$ cat src/rtl/shrot_pkg.sv
package shrot_pkg;

  typedef enum logic [2:0] {
    OP_ROL = 3'd0,
    OP_ROR = 3'd1,
    OP_RCL = 3'd2,
    OP_RCR = 3'd3,
    OP_SHL = 3'd4,
    OP_SHR = 3'd5,
    OP_SAL = 3'd6,
    OP_SAR = 3'd7
  } shOp_t;

  // Strobes from control to datapath
  typedef struct packed {
    logic load;
    logic step;
  } shCtl_t;

endpackage

$ cat src/rtl/shrot_ctrl.sv
module shrot_ctrl
  import shrot_pkg::*;
#(
  parameter int CNT_W = 8
) (
  input  logic             clk,
  input  logic             rstN,
  input  logic             start,
  input  logic [CNT_W-1:0] count,
  output shCtl_t           ctl,
  output logic             busy,
  output logic             done
);

  typedef enum logic {ST_IDLE, ST_RUN} state_t;

  state_t           state;
  logic [CNT_W-1:0] remain;
  logic             accept;
  logic             lastStep;

  assign accept   = (state == ST_IDLE) && start;
  assign lastStep = (state == ST_RUN) && (remain == CNT_W'(1));
  assign busy     = (state == ST_RUN);

  always_comb begin
    ctl      = '0;
    ctl.load = accept;
    ctl.step = (state == ST_RUN);
  end

  always_ff @(posedge clk or negedge rstN) begin
    if (!rstN) begin
      state  <= ST_IDLE;
      remain <= '0;
      done   <= 1'b0;
    end else begin
      done <= 1'b0;
      case (state)
        ST_IDLE: begin
          if (accept) begin
            if (count == '0) begin
              done <= 1'b1;
            end else begin
              remain <= count;
              state  <= ST_RUN;
            end
          end
        end
        ST_RUN: begin
          remain <= remain - CNT_W'(1);
          if (lastStep) begin
            state <= ST_IDLE;
            done  <= 1'b1;
          end
        end
        default: state <= ST_IDLE;
      endcase
    end
  end

endmodule

$ cat src/rtl/shrot_dpath.sv
module shrot_dpath
  import shrot_pkg::*;
#(
  parameter int DATA_W   = 16,
  parameter int NARROW_W = 8
) (
  input  logic              clk,
  input  logic              rstN,
  input  shCtl_t            ctl,
  input  logic              wide,
  input  logic [2:0]        opSel,
  input  logic [DATA_W-1:0] operand,
  input  logic              carryIn,
  output logic [DATA_W-1:0] result,
  output logic              carryOut
);

  localparam logic [DATA_W-1:0] NARROW_MASK = {{(DATA_W-NARROW_W){1'b0}}, {NARROW_W{1'b1}}};

  logic [DATA_W-1:0] valQ, valNext;
  logic              cfQ, cfNext;
  shOp_t             opQ;
  logic              wideQ;
  logic              topBit, inBit, outBit;

  assign topBit = wideQ ? valQ[DATA_W-1] : valQ[NARROW_W-1];

  always_comb begin
    inBit   = 1'b0;
    outBit  = 1'b0;
    valNext = valQ;
    if (!opQ[0]) begin
      // left-moving family
      outBit = topBit;
      case (opQ)
        OP_ROL:  inBit = topBit;
        OP_RCL:  inBit = cfQ;
        default: inBit = 1'b0;
      endcase
      valNext = {valQ[DATA_W-2:0], inBit};
      if (!wideQ) valNext = valNext & NARROW_MASK;
    end else begin
      // right-moving family
      outBit = valQ[0];
      case (opQ)
        OP_ROR:  inBit = valQ[0];
        OP_RCR:  inBit = cfQ;
        OP_SAR:  inBit = topBit;
        default: inBit = 1'b0;
      endcase
      valNext = valQ >> 1;
      if (wideQ) valNext[DATA_W-1]   = inBit;
      else       valNext[NARROW_W-1] = inBit;
    end
    cfNext = outBit;
  end

  always_ff @(posedge clk or negedge rstN) begin
    if (!rstN) begin
      valQ  <= '0;
      cfQ   <= 1'b0;
      opQ   <= OP_ROL;
      wideQ <= 1'b0;
    end else if (ctl.load) begin
      valQ  <= wide ? operand : (operand & NARROW_MASK);
      cfQ   <= carryIn;
      opQ   <= shOp_t'(opSel);
      wideQ <= wide;
    end else if (ctl.step) begin
      valQ <= valNext;
      cfQ  <= cfNext;
    end
  end

  assign result   = valQ;
  assign carryOut = cfQ;

endmodule

$ cat src/rtl/shift_rot_unit.sv
module shift_rot_unit
  import shrot_pkg::*;
#(
  parameter int DATA_W   = 16,
  parameter int NARROW_W = 8,
  parameter int CNT_W    = 8
) (
  input  logic              clk,
  input  logic              rstN,
  input  logic              start,
  input  logic              wide,
  input  logic [2:0]        opSel,
  input  logic [CNT_W-1:0]  count,
  input  logic [DATA_W-1:0] operand,
  input  logic              carryIn,
  output logic [DATA_W-1:0] result,
  output logic              carryOut,
  output logic              done
);

  shCtl_t ctl;
  logic   busy;

  shrot_ctrl #(.CNT_W(CNT_W)) ctrl_i (
    .clk   (clk),
    .rstN  (rstN),
    .start (start),
    .count (count),
    .ctl   (ctl),
    .busy  (busy),
    .done  (done)
  );

  shrot_dpath #(.DATA_W(DATA_W), .NARROW_W(NARROW_W)) dpath_i (
    .clk      (clk),
    .rstN     (rstN),
    .ctl      (ctl),
    .wide     (wide),
    .opSel    (opSel),
    .operand  (operand),
    .carryIn  (carryIn),
    .result   (result),
    .carryOut (carryOut)
  );

endmodule

$ cat config.mk
export PLATFORM = sky130hd
export DESIGN_NAME = shift_rot_unit
export DESIGN_NICKNAME = d
export VERILOG_FILES = /design/src/rtl/shrot_pkg.sv /design/src/rtl/shrot_ctrl.sv /design/src/rtl/shrot_dpath.sv /design/src/rtl/shift_rot_unit.sv
export SDC_FILE = /design/constraint.sdc
export NUM_CORES = 1
export LEC_CHECK = 0
export ABC_AREA = 1
export ABC_CLOCK_PERIOD_IN_PS = 2000
export BUFFER_PORTS_ARGS = -buffer_cell sky130_fd_sc_hd__buf_2
export CAP_MARGIN = 10
export CORE_AREA = 5 5 63 65
export CTS_BUF_LIST = sky130_fd_sc_hd__clkbuf_4 sky130_fd_sc_hd__clkbuf_8 sky130_fd_sc_hd__clkbuf_16
export DETAILED_ROUTE_END_ITERATION = 8
export DIE_AREA = 0 0 68 70
export GPL_ROUTABILITY_DRIVEN = 0
export PLACE_DENSITY = 0.83
export SYNTH_ARGS = -nofsm -noshare
export SYNTH_HDL_FRONTEND = slang
export SYNTH_SLANG_ARGS = --single-unit
$ cat constraint.sdc
create_clock -name clk -period 2 [get_ports clk]
set_clock_uncertainty 0.1 [all_clocks]
set_input_delay 0.1 -clock clk [delete_from_list [all_inputs] [get_ports clk]]
set_output_delay 0.1 -clock clk [all_outputs]
set_load 0.01 [all_outputs]
**Word-level counts from Yosys, hierarchy flattened**

Index checks and enable logic that the tools add are counted.

- Add/subtract/negate cells: 1
- Mux-type cells: 24
- Bitwise logic cells: 1
- Equal/unequal tests: 7
- Reductions and logical operators: 6

Operators with widths:

| operator | number |
|---|---|
| $mux W16 | 5 |
| $mux W8 | 2 |
| $pmux W8 S2 | 1 |
| $mux W1 | 12 |
| $eq A8 B1 Y1 const B | 1 |
| $logic_not A8 Y1 | 1 |
| $sub A8 B1 Y8 const B | 1 |
| $eq A3 B2 Y1 const B | 2 |
| $pmux W1 S2 | 3 |
| $eq A3 B1 Y1 const B | 1 |
| $eq A3 B3 Y1 const B | 1 |
| $logic_not A3 Y1 | 1 |
| $pmux W1 S3 | 1 |
| $logic_and A1 B1 Y1 | 2 |
| $ne A2 B1 Y1 const B | 1 |
| $ne A2 B2 Y1 const B | 1 |
| $reduce_and A2 Y1 | 1 |
| $reduce_bool A2 Y1 | 1 |
| $not A1 Y1 | 1 |

- Input bits: 32
- Bits in registers: 31
- Logic and storage cells: 46
- Output and inout bits: 18

**Longest topological paths before layout**

- Depth in word-level cells: 6
- Gate-level depth with buffers: 10
- Mapped depth without buffers: 9

**Modules after synthesis**

From an unflattened synthesis, not the netlist that was laid out.

- Cells, all modules: 250
- Area total of the unflattened synthesis: 1984.4 um2

By module, submodules not included:

| module | sequential area each (um2) | area an instance (um2) | cells each | instances |
|---|---|---|---|---|
| shrot_dpath | 525.5 | 1248.7 | 152 | 1 |
| shrot_ctrl | 250.2 | 735.7 | 98 | 1 |

**Worst setup path before layout**

No wires, ideal clock.

- Kind: register to register
- Start: register ctrl_i.remain[0]
- End: register ctrl_i.remain[4]
- Required time: 1.784 ns
- Clock period less this slack: 1.250 ns
- Library setup time: 0.116 ns
- Cell stages (with the launch flop): 8
- Data arrival time: 1.033 ns
- Buffers on the path: 0
- Slack: 0.750 ns
- Cells stage by stage: dfrtp_1 -> inv_1 -> ha_1 -> inv_1 -> o31ai_1 -> nand2_1 -> nand2_1 -> nand2_1

- Cells in the longest elaborated chain, start to end: 2

RTL lines:

| item | line | text |
|---|---|---|
| start: declaration | shrot_ctrl.sv:18 | `logic [CNT_W-1:0] remain;` |
| start signal: assignment | shrot_ctrl.sv:45 | `remain <= count;` |
| start signal: assignment | shrot_ctrl.sv:51 | `remain <= remain - CNT_W'(1);` |
| $sub A8 B1 Y8 | shrot_ctrl.sv:51 |  |
| $pmux W8 S2 | shrot_ctrl.sv:39 | `case (state)` |

Every way passes these cells.
A chain may end at the register's enable or synchronous reset.

**Final worst setup path**

- Start: register ctrl_i.state (netlist: ctrl_i.busy)
- End: register dpath_i.valQ[7] (netlist: dpath_i.result[7])

- Cells in the longest elaborated chain, start to end: 3
- Elaborated cells on any way between the ends: 4
- Classes of those cells: mux (1); bitwise (1); reduce/logical (2)

RTL lines:

| item | line | text |
|---|---|---|
| start: declaration | shrot_ctrl.sv:17 | `state_t state;` |
| start signal: assignment | shrot_ctrl.sv:34 | `state <= ST_IDLE;` |
| start signal: assignment | shrot_ctrl.sv:46 | `state <= ST_RUN;` |
| start signal: assignment | shrot_ctrl.sv:53 | `state <= ST_IDLE;` |
| $not A1 Y1 | - |  |
| $logic_and A1 B1 Y1 | shrot_ctrl.sv:22 | `assign accept = (state == ST_IDLE) && start;` |
| $mux W16 or $reduce_bool A2 Y1 (tied branches) | - |  |
| end signal: assignment | shrot_dpath.sv:65 | `valQ <= wide ? operand : (operand & NARROW_MASK);` |
| end signal: assignment | shrot_dpath.sv:70 | `valQ <= valNext;` |
| end: declaration | shrot_dpath.sv:20 | `logic [DATA_W-1:0] valQ, valNext;` |

Parallel ways exist; a longest one is shown, timed or not.

==> impl_metrics.yaml <==
run_status:
  outcome: "complete, but fails checks"
  violations: "negative hold slack"
clock_tree:
  path_clk_slew_ns: 0.09
  cts_buffers: 5
  cts_tree: "built"
  clockBufferDepth: 2
  clkLatencyLatePin_ns: 0.35
  numClockSinks: 31
  ctsHoldBuffers: 27
  post_cts_resized: 0
  htree_num_levels: 2
  postCtsSetupBuffers: 0
  cts_root_buffer: "clkbuf_4"
global_routing:
  grt_max_degree: 32
  grt_usage_pct: 22.2
  grt_pass1_wl_um: 8090
  grt_remaining_overflow: 0
  antenna_found_initial: 0
  first_global_vias: 1848
routing:
  drc: 0
  final_antenna_net_count: 0
  drtIter0Drc: 199
  drt-vias-per-instance: 5.43
  vias: 1961
  wirelength_um: 4960
  avgRoutedWirePerCell_um: 13.7
  drtPass1Iterations: 5
placement:
  dp_slack_ns: 0.355
  place_inst: 328
  dpl-instance-area_um2: 2050
  port_buffers: 49
  dp_hpwl_um: 3280
timing:
  drv_slew: 0
  rsz0062_at_grt: "no"
  setup_violations: 0
  tns_ns: 0
  hold_ws_ns: -0.00193
  layout_setup_ws_ns: 0.328
  fin_crit_ns: 1.67
  relSlewSlack_pct: 53.9
  final_hold_viol_count: 1
  finalCritPeriodShare_pct: 83.6
  worst_slew_pin_slew_ns: 0.691
  fmax_mhz: 598
synthesis:
  async_reset_ff_share_pct: 100
  synthCells: 240
  synth_flop_cell: "dfrtp_1"
  synth-seq-area-share_pct: 43.1
  synth_area_leaders: "dfrtp_1, nand2_1, o21ai_0, nand3_1, inv_1"
  synth.distinct_cells: 32
  ys_seq_elements: 31
  synth.top_cell.area_share_pct: 43.1
  synth_edf_count: 0
  avgSynthCellArea_um2: 7.50
  syn_area_um2: 1800
  synthesis.nets: 274
  yosys.area.top_type: "dfrtp_1"
  yosysWarnings: 0
power:
  vdd_drop_max_mv: 0.673
  p_total_mw: 2.82
  powerDensity_nw_per_um2: 1190
  p_leak_nw: 1.17
layout:
  antennaDiodeCount: 0
  fin_util_pct: 72.2
  fin_area_um2: 2370
  areaGrowthSynthToFinish_pct: 31.6
  num-nets-final: 350
  layout.cells.non_filler: 361
  drive_gt1_share_pct: 21.6
  fillerInstances: 283
critical_path:
  rrSetupSlack_ns: 0.33
  cp_max_fo: 13
  required_ns: 2.19
  critPathArrivalTime_ns: 1.86
  rr_endpoint: "dpath_i.result[7]"
  worstSetupEndpointType: "flop"
  crit_buf_inv: 2
  crit_chain: "nor2_2 -> inv_1 -> o21ai_0 -> inv_1 -> nand2_1"
  crit_path_max_incr_delay_ns: 0.49
  r2r_cells: 5
  start_kind: "flop"
  critPathMostFrequentCell: "inv_1"
  crit_slowest_cell: "dfrtp_1"
  path_class: "flop to flop"
  cp_top_family: "simple AND/OR/NAND/NOR gates"
  crit-reg2reg-launch: "ctrl_i.busy"
worst_hold_path:
  hold_end: "dpath_i.carryOut"
  hold_depth: 3
  hp-start: "carryIn"
  hold_class: "input port to flop"
die:
  pin_count: 50
  die-area_um2: 4760
  row_count: 21
  initial_utilization_pct: 54.8
  die_width_um: 68
  core_um2: 3280
  die_h_um: 70
run:
  cap_violations: 0
[sequential cells by signal (all words and copies together) (netlist names)]
signal / count
dpath_i.opQ: 3
ctrl_i.done: 1
ctrl_i.remain: 8
dpath_i.wideQ: 1
ctrl_i.busy: 1
dpath_i.result: 16
dpath_i.carryOut: 1
[cells in the final DEF, fill, tap and decap left out]
master	instances
a21boi_0	1
buf_4	3
o22ai_1	1
dlygate4sd3_1	27
nand2_1	61
clkinv_2	1
nand4_1	4
o211ai_1	8
nor2_1	21
dfrtp_1	31
inv_2	2
inv_4	1
nor3_2	1
nand2_2	2
ha_1	2
buf_2	49
clkinv_1	1
a21oi_1	13
xor2_1	1
nand3b_1	1
or2_2	1
o31ai_1	1
nor2_2	2
nor3_1	1
o221ai_1	1
a22oi_1	7
clkbuf_4	6
o21a_1	2
inv_1	22
o21ai_0	18
o21ai_1	6
nand3_1	17
[cells by family after synthesis]
logic type,count (synthesis),synth area share (%)
AOI/OAI and AO/OA,58,19.0
xor gates and xnor gates,1,0.487
adders and majority gates,2,1.39
buffers and inverters,37,9.80
DFF,31,43.1
and+or+nand+nor,111,26.2
[cell usage after synthesis (3+ instances only)]
| master | n |
|---|---|
| o211ai_1 | 8 |
| nand4_1 | 4 |
| nand2_1 | 61 |
| dfrtp_1 | 31 |
| nand3_1 | 17 |
| o21ai_1 | 6 |
| o21ai_0 | 18 |
| nor2_1 | 21 |
| buf_2 | 3 |
| buf_4 | 4 |
| inv_1 | 22 |
| a21oi_1 | 13 |
| a22oi_1 | 7 |
[metal layers]
| metal | share of wire (%) | global-route usage, % |
|---|---|---|
| met3 | 8.0 | 6.25 |
| met5 | 0 | 0 |
| met4 | 3.5 | 9.05 |
| met2 | 48 | 35.5 |
| met1 | 41 | 27.6 |
[power by group]
| group | internal (mW) | total [mW] | switching, mW |
|---|---|---|---|
| Combinational | 0.540 | 1.31 | 0.771 |
| Clock | 0.138 | 0.348 | 0.210 |
| Sequential | 0.896 | 1.16 | 0.260 |
| Total | 1.57 | 2.82 | 1.24 |
[final cells by class]
cell class | count | area, um2 | area share [%]
Clock buffer | 6 | 45.0 | 1.90
Inverter | 27 | 105 | 4.44
Multi-Input combinational cell | 172 | 848 | 35.8
Sequential cell | 31 | 776 | 32.7
Tap cell | 46 | 57.6 | 2.43
Timing Repair Buffer | 79 | 538 | 22.7
[how the worst max path moves through the flow]
| stage | end | cells past startpoint | start | slack, ns |
|---|---|---|---|---|
| floorplan | ctrl_i.remain[4] | 7 | ctrl_i.remain[0] | 0.75 |
| global placement | dpath_i.result[7] | 5 | ctrl_i.busy | 0.40 |
| detailed placement | dpath_i.result[7] | 5 | ctrl_i.busy | 0.35 |
| CTS | dpath_i.result[7] | 5 | ctrl_i.busy | 0.34 |
| global route | dpath_i.result[7] | 5 | ctrl_i.busy | 0.14 |
| finish | dpath_i.result[7] | 5 | ctrl_i.busy | 0.33 |
[tightest hold or removal path, stage by stage]
cell	delay [ns]
buf_2	0.08
o21ai_0	0.09
a21oi_1	0.14
No activity file was read; power rests on OpenSTA's default activity.
